## src/rtl/i2c_unstick_pkg.sv

```systemverilog
package i2c_unstick_pkg;

    typedef enum logic [3:0] {
        ST_IDLE      = 4'd0,
        ST_WAIT_IDLE = 4'd1,
        ST_CHECK     = 4'd2,
        ST_PRE_LOW   = 4'd3,
        ST_TEST      = 4'd4,
        ST_PULSE_HI  = 4'd5,
        ST_PULSE_LO  = 4'd6,
        ST_RELEASE   = 4'd7,
        ST_FINISH    = 4'd8
    } unstick_state_e;

    function automatic logic is_timed(unstick_state_e s);
        return (s == ST_PRE_LOW) || (s == ST_PULSE_HI) ||
               (s == ST_PULSE_LO) || (s == ST_RELEASE);
    endfunction

endpackage

```

## src/rtl/i2c_unstick_interval.sv

```systemverilog
module i2c_unstick_interval #(
    parameter int LIMIT = 125000
) (
    input  logic clk,
    input  logic rst_n,
    input  logic restart,
    output logic expire
);
    localparam int CW = (LIMIT < 2) ? 1 : $clog2(LIMIT + 1);
    localparam logic [CW-1:0] LOAD_VAL = CW'(LIMIT - 1);

    logic [CW-1:0] cnt_q;

    // Down-counter: a restart makes the following LIMIT cycles the window,
    // and expire marks the last cycle of it.
    always_ff @(posedge clk or negedge rst_n) begin
        if (!rst_n) begin
            cnt_q <= '0;
        end else if (restart) begin
            cnt_q <= LOAD_VAL;
        end else if (cnt_q != '0) begin
            cnt_q <= cnt_q - 1'b1;
        end
    end

    assign expire = (cnt_q == '0);

endmodule

```

## src/rtl/i2c_unstick_count.sv

```systemverilog
module i2c_unstick_count #(
    parameter int MAX = 10,
    localparam int VW = (MAX < 1) ? 1 : $clog2(MAX + 1)
) (
    input  logic          clk,
    input  logic          rst_n,
    input  logic          clear,
    input  logic          inc,
    output logic [VW-1:0] value,
    output logic          at_max
);
    localparam logic [VW-1:0] TOP = VW'(MAX);

    always_ff @(posedge clk or negedge rst_n) begin
        if (!rst_n) begin
            value <= '0;
        end else if (clear) begin
            value <= '0;
        end else if (inc && !at_max) begin
            value <= value + 1'b1;
        end
    end

    assign at_max = (value == TOP);

    // the sequencer never asks a full counter to advance
    p_no_overflow_r5: assert property (@(posedge clk) disable iff (!rst_n)
        (inc && !clear) |-> !at_max)
        else $error("counter incremented past its limit");

endmodule

```

## src/rtl/i2c_unstick_top.sv

```systemverilog
module i2c_unstick_top
    import i2c_unstick_pkg::*;
#(
    parameter int INTERVAL_CYC  = 125000,
    parameter int POLL_STEP_CYC = 125000,
    parameter int POLL_STEPS    = 1000,
    parameter int MAX_PULSES    = 10
) (
    input  logic clk,
    input  logic rst_n,
    input  logic start,
    input  logic ctrl_busy,
    input  logic sda_in,
    input  logic ctrl_scl_pull,
    input  logic ctrl_sda_pull,
    output logic scl_pull,
    output logic sda_pull,
    output logic pin_own,
    output logic done,
    output logic fail
);
    localparam int SW = (POLL_STEPS < 1) ? 1 : $clog2(POLL_STEPS + 1);
    localparam int PW = (MAX_PULSES < 1) ? 1 : $clog2(MAX_PULSES + 1);
    localparam logic [SW-1:0] LAST_STEP = SW'(POLL_STEPS - 1);

    unstick_state_e state_q, state_d;

    logic          iv_restart, iv_expire;
    logic          poll_restart, poll_expire;
    logic          step_clear, step_inc, step_full;
    logic [SW-1:0] step_val;
    logic          pulse_clear, pulse_inc, pulse_full;
    logic [PW-1:0] pulse_val;
    logic          seq_scl_low;
    logic          poll_timeout;
    logic          fail_q;

    // ---------------- timers and counters ----------------
    i2c_unstick_interval #(.LIMIT(INTERVAL_CYC)) u_phase_timer (
        .clk     (clk),
        .rst_n   (rst_n),
        .restart (iv_restart),
        .expire  (iv_expire)
    );

    i2c_unstick_interval #(.LIMIT(POLL_STEP_CYC)) u_poll_timer (
        .clk     (clk),
        .rst_n   (rst_n),
        .restart (poll_restart),
        .expire  (poll_expire)
    );

    i2c_unstick_count #(.MAX(POLL_STEPS)) u_step_cnt (
        .clk    (clk),
        .rst_n  (rst_n),
        .clear  (step_clear),
        .inc    (step_inc),
        .value  (step_val),
        .at_max (step_full)
    );

    i2c_unstick_count #(.MAX(MAX_PULSES)) u_pulse_cnt (
        .clk    (clk),
        .rst_n  (rst_n),
        .clear  (pulse_clear),
        .inc    (pulse_inc),
        .value  (pulse_val),
        .at_max (pulse_full)
    );

    assign poll_timeout = poll_expire && (step_val == LAST_STEP);

    // ---------------- state register ----------------
    always_ff @(posedge clk or negedge rst_n) begin
        if (!rst_n) begin
            state_q <= ST_IDLE;
        end else begin
            state_q <= state_d;
        end
    end

    // ---------------- next state ----------------
    always_comb begin
        state_d = state_q;
        unique case (state_q)
            ST_IDLE: begin
                if (start) state_d = ST_WAIT_IDLE;
            end
            ST_WAIT_IDLE: begin
                if (!ctrl_busy || poll_timeout) state_d = ST_CHECK;
            end
            ST_CHECK: begin
                state_d = (ctrl_busy || !sda_in) ? ST_PRE_LOW : ST_FINISH;
            end
            ST_PRE_LOW: begin
                if (iv_expire) state_d = ST_TEST;
            end
            ST_TEST: begin
                state_d = (sda_in || pulse_full) ? ST_RELEASE : ST_PULSE_HI;
            end
            ST_PULSE_HI: begin
                if (iv_expire) state_d = ST_PULSE_LO;
            end
            ST_PULSE_LO: begin
                if (iv_expire) state_d = ST_TEST;
            end
            ST_RELEASE: begin
                if (iv_expire) state_d = ST_FINISH;
            end
            ST_FINISH: begin
                state_d = ST_IDLE;
            end
            default: state_d = ST_IDLE;
        endcase
    end

    // ---------------- timer and counter control ----------------
    always_comb begin
        iv_restart   = (state_d != state_q) && is_timed(state_d);
        poll_restart = ((state_q == ST_IDLE) && start) ||
                       ((state_q == ST_WAIT_IDLE) && poll_expire);
        step_clear   = (state_q == ST_IDLE) && start;
        step_inc     = (state_q == ST_WAIT_IDLE) && poll_expire &&
                       (state_d == ST_WAIT_IDLE) && !step_full;
        pulse_clear  = (state_q == ST_CHECK);
        pulse_inc    = (state_q == ST_PULSE_LO) && iv_expire;
    end

    // ---------------- fail flag ----------------
    always_ff @(posedge clk or negedge rst_n) begin
        if (!rst_n) begin
            fail_q <= 1'b0;
        end else if ((state_q == ST_IDLE) && start) begin
            fail_q <= 1'b0;
        end else if ((state_q == ST_TEST) && pulse_full && !sda_in) begin
            fail_q <= 1'b1;
        end
    end

    // ---------------- outputs ----------------
    always_comb begin
        pin_own     = 1'b0;
        seq_scl_low = 1'b0;
        done        = 1'b0;
        unique case (state_q)
            ST_IDLE, ST_WAIT_IDLE, ST_CHECK: begin
                pin_own = 1'b0;
            end
            ST_PRE_LOW, ST_TEST, ST_PULSE_LO: begin
                pin_own     = 1'b1;
                seq_scl_low = 1'b1;
            end
            ST_PULSE_HI, ST_RELEASE: begin
                pin_own     = 1'b1;
                seq_scl_low = 1'b0;
            end
            ST_FINISH: begin
                done = 1'b1;
            end
            default: begin
                pin_own = 1'b0;
            end
        endcase
        scl_pull = pin_own ? seq_scl_low : ctrl_scl_pull;
        sda_pull = pin_own ? 1'b0 : ctrl_sda_pull;
    end

    assign fail = fail_q;

    // ---------------- assertions ----------------
    // done lasts one cycle
    p_done_single_r7: assert property (@(posedge clk) disable iff (!rst_n)
        done |=> !done)
        else $error("done held for more than one cycle");

    // fail only rises after a low SDA reading
    p_fail_low_sda_r8: assert property (@(posedge clk) disable iff (!rst_n)
        $rose(fail) |-> !$past(sda_in))
        else $error("fail set while SDA was high");

    // taking the pins starts with SCL pulled low
    p_take_low_r4: assert property (@(posedge clk) disable iff (!rst_n)
        $rose(pin_own) |-> scl_pull)
        else $error("ownership taken without SCL low");

    // pins go back only after SCL was released
    p_return_high_r6: assert property (@(posedge clk) disable iff (!rst_n)
        $fell(pin_own) |-> !$past(scl_pull))
        else $error("ownership returned with SCL low");

    // a pulse high phase is always followed by a low phase while owned
    p_pulse_pair_r5: assert property (@(posedge clk) disable iff (!rst_n)
        (state_q == ST_PULSE_HI && iv_expire) |=> (pin_own && scl_pull))
        else $error("pulse high phase not followed by low phase");

endmodule

```

## config.mk

```make
export PLATFORM = sky130hd
export DESIGN_NAME = i2c_unstick_top
export DESIGN_NICKNAME = d
export VERILOG_FILES = /design/src/rtl/i2c_unstick_pkg.sv /design/src/rtl/i2c_unstick_interval.sv /design/src/rtl/i2c_unstick_count.sv /design/src/rtl/i2c_unstick_top.sv
export SDC_FILE = /design/constraint.sdc
export NUM_CORES = 1
export LEC_CHECK = 0
export ABC_AREA = 1
export BUFFER_PORTS_ARGS = -buffer_cell sky130_fd_sc_hd__buf_2
export CORE_ASPECT_RATIO = 2
export CORE_MARGIN = 2
export CORE_UTILIZATION = 45
export DETAILED_ROUTE_END_ITERATION = 8
export PLACE_DENSITY = 0.69
export SETUP_SLACK_MARGIN = 0.5
export SLEW_MARGIN = 25
export SYNTH_ARGS = -nofsm -noshare
export SYNTH_HDL_FRONTEND = slang
export SYNTH_SLANG_ARGS = --single-unit
```

## constraint.sdc

```tcl
create_clock -name clk -period 2.3 [get_ports clk]
set_clock_uncertainty 0.05 [all_clocks]
set_input_delay 0.345 -clock clk [delete_from_list [all_inputs] [get_ports clk]]
set_output_delay 0.345 -clock clk [all_outputs]
set_load 0.02 [all_outputs]
```

==> Word level (Yosys, flattened, before mapping) <==
Cells that the tools add are included.
{ "op_classes": {"addsub": 4, "n_eq_ne": 17, "mux": 23, "reduce_logical": 35} }
{ "ops": {"columns": ["cell", "count"], "rows": [
  ["$mux W17", 4],
  ["$logic_not A17 Y1", 2],
  ["$reduce_bool A17 Y1", 2],
  ["$sub A17 B1 Y17 const B", 2],
  ["$mux W4", 8],
  ["$eq A4 B3 Y1 const B", 7],
  ["$pmux W4 S7", 1],
  ["$eq A10 B10 Y1 const B", 2],
  ["$mux W10", 2],
  ["$eq A4 B2 Y1 const B", 3],
  ["$logic_and A1 B1 Y1", 11],
  ["$add A10 B1 Y10 const B", 1],
  ["$reduce_bool A2 Y1", 5],
  ["$eq A4 B1 Y1 const B", 2],
  ["$eq A4 B4 Y1 const B", 2],
  ["$logic_or A1 B1 Y1", 7],
  ["$mux W1", 7],
  ["$reduce_or A5 Y1", 1],
  ["$add A4 B1 Y4 const B", 1],
  ["$logic_not A1 Y1", 4],
  ["$logic_not A4 Y1", 1],
  ["$ne A4 B4 Y1", 1],
  ["$reduce_or A3 Y1", 1],
  ["$mux W2", 1],
  ["$reduce_or A2 Y1", 1]
]} }
{ "word_totals": {"ff_bits": 53, "inputBits": 7, "output_inout_bits": 5, "word_cells": 85} }

==> Longest topological paths before layout <==
{ "depth": {"ltp_word": 11, "depth_mapped": 16, "ltp_nobuf": 16} }

==> Modules after synthesis <==
Synthesis repeated with hierarchy kept, for this count alone.
{ "hier_totals": {"cells_unflattened": 531, "hier_area_um2": 3579.7} }
{ "by_module_without_submodules": {"columns": ["mod", "n_inst", "cells_per_inst", "area_per_inst_um2", "seq_area_each_um2"], "rows": [
  ["i2c_unstick_interval", 2, 156, 1068.5, 425.4],
  ["i2c_unstick_count at u_step_cnt", 1, 94, 664.4, 250.2],
  ["i2c_unstick_top", 1, 94, 544.3, 125.1],
  ["i2c_unstick_count at u_pulse_cnt", 1, 31, 234.0, 100.1]
]} }

==> Worst setup path before layout <==
OpenSTA, ideal clock, no wires.
{ "synth_path": {"kind": "register to register", "startpoint": "register u_phase_timer.cnt_q[0]", "endpoint": "register u_step_cnt.value[3]", "setup_ns": 0.121, "t_arrival_ns": 1.742, "t_required_ns": 2.129, "setup_slack_ns": 0.387, "path_stages_with_launch": 16, "n_path_buf": 0, "period_less_slack_ns": 1.913, "path_cell_list": "dfrtp_1 > inv_1 > ha_1 > inv_1 > nor2_1 > nand2_1 > nor2_4 > nand2_4 > nand2_1 > nand2_1 > nor2_2 > nand2_2 > nor2_4 > nand2_4 > nor3_1 > nor2_1"} }
{ "synth_between": {"elab_chain_cells": 8, "elab_cells_between_ends": 10, "cone_classes": "eq/ne (1); mux (4); reduce/logical (5)"} }
{ "synth_lines": {"columns": ["element", "line_no", "text"], "rows": [
  ["start: declaration", "i2c_unstick_interval.sv:12", "logic [CW-1:0] cnt_q;"],
  ["start signal: assignment", "i2c_unstick_interval.sv:22", "cnt_q <= cnt_q - 1'b1;"],
  ["$logic_not A17 Y1 (*)", "i2c_unstick_interval.sv:26", "assign expire = (cnt_q == '0);"],
  ["$mux W4 (on tied branches)", null, null],
  ["$pmux W4 S7 (*)", "i2c_unstick_top.sv:85", "unique case (state_q)"],
  ["named net state_d[1]", "i2c_unstick_top.sv:26", "unstick_state_e state_q, state_d;"],
  ["$eq A4 B1 Y1 (*)", "i2c_unstick_top.sv:124", "(state_d == ST_WAIT_IDLE) && !step_full;"],
  ["$logic_and A1 B1 Y1 (*)", "i2c_unstick_top.sv:123", "step_inc = (state_q == ST_WAIT_IDLE) && poll_expire &&"],
  ["$logic_and A1 B1 Y1 (*)", "i2c_unstick_top.sv:124", null],
  ["$logic_and A1 B1 Y1 (*)", "i2c_unstick_count.sv:19", "end else if (inc && !at_max) begin"],
  ["$reduce_bool A2 Y1 (no source line) (*)", null, null],
  ["end signal: assignment", "i2c_unstick_count.sv:20", "value <= value + 1'b1;"],
  ["end: declaration", "i2c_unstick_count.sv:9", "output logic [VW-1:0] value,"]
]} }
The timed path passes the listed nets; every way through them passes the cells marked *.
A chain may end at the register's enable or synchronous reset.

==> Worst setup path in the final report <==
{ "layout_path": {"startpoint": "register u_phase_timer.cnt_q[0]", "endpoint": "register u_step_cnt.value[2]"} }
The elaborated chain is that of the path after synthesis.

==> run summary <==
first-pass GRT wire length = 11.8 mm
H-tree Lvls = 2
Die Footprint = 7720 um^2
sequential share of the synthesized area = 42.1%
Syn Area/Cell = 7.76 um^2
initial antenna violation count = 0
min Tclk post-route = 2.15 ns
Mapped Area = 3150 um^2
hold slack = 0.100 ns
XOR/XNOR Fraction of Synth Area = 6.12%
Post-Synth Adder-Cell Area = 3.18%
Final Hold Vio Count = 0
register bit total from synthesis = 53
Comb pwr share = 48.3%
setup TNS = 0 ns
Compound-Gate Fraction of Synth Area = 8.90%
Initial Utilization = 46.1%
FF+latch area = 1330 um^2
clock latency at the later pin of the worst-skew pair = 0.30 ns
Worst R2R Start = u_phase_timer.cnt_q[0]
Power Dens Cells = 974 nW/um^2
Total Wirelength = 8.00 mm
startpoint types = register
Inst Count DP = 511
Static Leakage = 1.93 nW
Clk pin slew, worst setup/hold paths = 0.07 ns
most frequent cells in the layout = nand2_1 (67), dfrtp_1 (47), buf_4 (44), nor2_1 (37), inv_1 (35)
Total GRT Usage = 19.2%
switching pwr = 1.79 mW
Gate Count Post-Synth = 406
largest net degree at the start of global routing = 54
Pins Over Slew Limit = 0
Final HPWL DP = 4.43 mm
sw frac = 43.4%
library cells used by synthesis = 32
DRT iter0 DRCs = 180
area share of the largest cell type after synthesis = 42.1%
reg-to-reg slack, setup = 0.15 ns
Tcrit/Tclk final = 93.5%
RSZ-0062 raised after global routing = yes
top post-synthesis cells by area = dfrtp_1 (42%), nand2_1 (9.7%), nand3_1 (6.2%), nor2_1 (6.0%), inv_1 (5.1%)
Synth area leader = dfrtp_1
crit end category = register
sequential power share = 33.7%
CTS sink count = 53
FMAX = 465 MHz
vias in the first global route = 2619
Area growth syn-to-layout = 34.6%
multi-input logic area = 2000 um^2
# diodes = 0
Power Internal = 2.34 mW
Critical Path Fanout Max = 8
core area = 6830 um^2
simple-gate share of the synthesized area = 33.6%
Clock Tree Buf Depth = 2
DRC = 0
IO Pins = 12
Max Cap Viol = 0
root buffer cell = clkbuf_16
clock power share = 18.1%
FF-to-FF End = u_step_cnt.value[2]
Synth Net Count = 421
Via Count = 2982
DR WL/cell = 14.1 um
final setup fails = 0
largest family of logic cells by synthesized area = simple AND/OR/NAND/NOR gates
Buffers on Ports = 11
mux contribution to synthesized area = 0%
row count = 43
CTS tree = done
GRT overflow = 0
Yosys warnings = 0
r2r worst-path depth = 16
WS Path Type = register to register
Via-to-Cell Ratio = 5.25
Max VDD drop = 0.000915 V
status = complete, no violations
Post-DRT Antenna Nets = 0
Relative slew margins = 54.8%
Core Util, Final = 62.0%
fill count = 568
CTS buffer count = 5
commonest non-fill, non-tap cell in the layout = nand2_1
Design Power = 4.13 mW
CP required = 2.48 ns
layout net count = 492
die width = 63.2 um
critical path arrival = 2.33 ns
die height = 122 um
gp weighted congestion = 0.861
Tightest Pin Transition = 0.678 ns
layout cells sized above 1 = 35.6%
Cell Count, Final, Fillers Out = 568
hold crit path type = input pin to asynchronous set/reset pin
drt first pass iters = 4
==> per-stage QoR <==
step	setup slack, ns	cell area [um^2]
3_3_place_gp	0.193	3360
2_1_floorplan	0.388	3150
6_report	0.149	4240
5_1_grt	0.000722	4240
4_1_cts	0.209	3750
3_5_place_dp	0.181	3360
==> repair_timing <==
action / CTS / global route
resized for setup: 33 / 71
pin swaps: 15 / 25
buffers inserted: 17 / 28
hold buffers: 0 / 0
cloned: 2 / 2
setup endpoints to repair: 42 / 52
==> cell usage after synthesis <==
library cell and n:
nor4_1 4, o21ai_1 1, a31oi_1 2, nand3_1 39, nor2_4 5, xnor2_1 7, nand3_2 1, ha_1 8
nor4_2 1, inv_2 2, a21oi_2 2, a21oi_1 23, o21a_1 1, nand3_4 1, nand2_4 3, nor3_1 14
nand2_2 6, buf_2 2, inv_6 1, nor2_1 50, and3b_1 1, inv_1 43, and3_1 1, xor2_1 15
nand2_1 81, nor2_2 6, o21ai_0 23, dfrtp_1 53, nand4_1 3, nand3b_1 5, o211ai_1 1, clkbuf_1 1
==> critical path: stages (launching register included) <==
cell and delay [ns]:
dfrtp_1 0.40, inv_2 0.09, ha_4 0.13, inv_2 0.03
nor2_2 0.10, nand2_2 0.06, nor2_4 0.11, nand2_4 0.10
nand2_4 0.08, nand2_1 0.09, nor2_4 0.12, nand2_4 0.09
nor2_4 0.23, nand2_4 0.14, inv_8 0.11, nand2_2 0.05
a21oi_2 0.11
==> cells by family after synthesis <==
logic type | count (synthesis)
AND/OR/NAND/NOR | 221
AO/OA/AOI/OAI | 53
flip-flops | 53
buffers and inverters | 49
XOR/XNOR | 22
adder cells (fa/ha/maj) | 8
==> layer usage <==
| layer | vias up | track usage (%) | wire [um] |
|---|---|---|---|
| met5 | - | 0 | 0 |
| met4 | 0 | 7.22 | 159 |
| met3 | 14 | 3.12 | 298 |
| met2 | 61 | 32.0 | 4210 |
| met1 | 1431 | 25.0 | 3330 |
| li1 | 1476 | - | - |
==> area by class of cell <==
type,count,area share (%)
clock buffer,5,2.95
clock inverter,3,0.413
inverter,46,4.34
multi-input combinational,308,47.1
sequential,53,31.5
tap,90,2.66
timing repair buffer,63,11.1
==> state kept, by name, summed over array words and instances, names as in the netlist <==
name,cells
u_pulse_cnt.value,4
state_q,4
fail,1
u_phase_timer.cnt_q,17
u_step_cnt.value,10
u_poll_timer.cnt_q,17
==> worst max path at each step <==
stage / startpoint / to / depth (start not counted)
after floorplan: u_phase_timer.cnt_q[0] / u_step_cnt.value[3] / 15
after global placement: u_phase_timer.cnt_q[0] / u_step_cnt.value[2] / 16
after detailed placement: u_phase_timer.cnt_q[0] / u_step_cnt.value[3] / 15
after CTS: u_phase_timer.cnt_q[0] / u_step_cnt.value[2] / 16
after global routing: u_phase_timer.cnt_q[1] / u_step_cnt.value[2] / 16
final: u_phase_timer.cnt_q[0] / u_step_cnt.value[2] / 16
==> power groups by stage <==
| stage | combinational, mW | sequential [mW] | clock (mW) |
|---|---|---|---|
| 4_1_cts | 1.45 | 1.35 | 0.762 |
| 2_1_floorplan | 1.01 | 1.29 | 0 |
| 3_3_place_gp | 1.23 | 1.35 | 0 |
| 5_1_grt | 2.18 | 1.42 | 0.788 |
| 3_5_place_dp | 1.24 | 1.36 | 0 |
| 6_report | 1.99 | 1.39 | 0.747 |
Note: power is estimated with default switching activity, not from simulation.
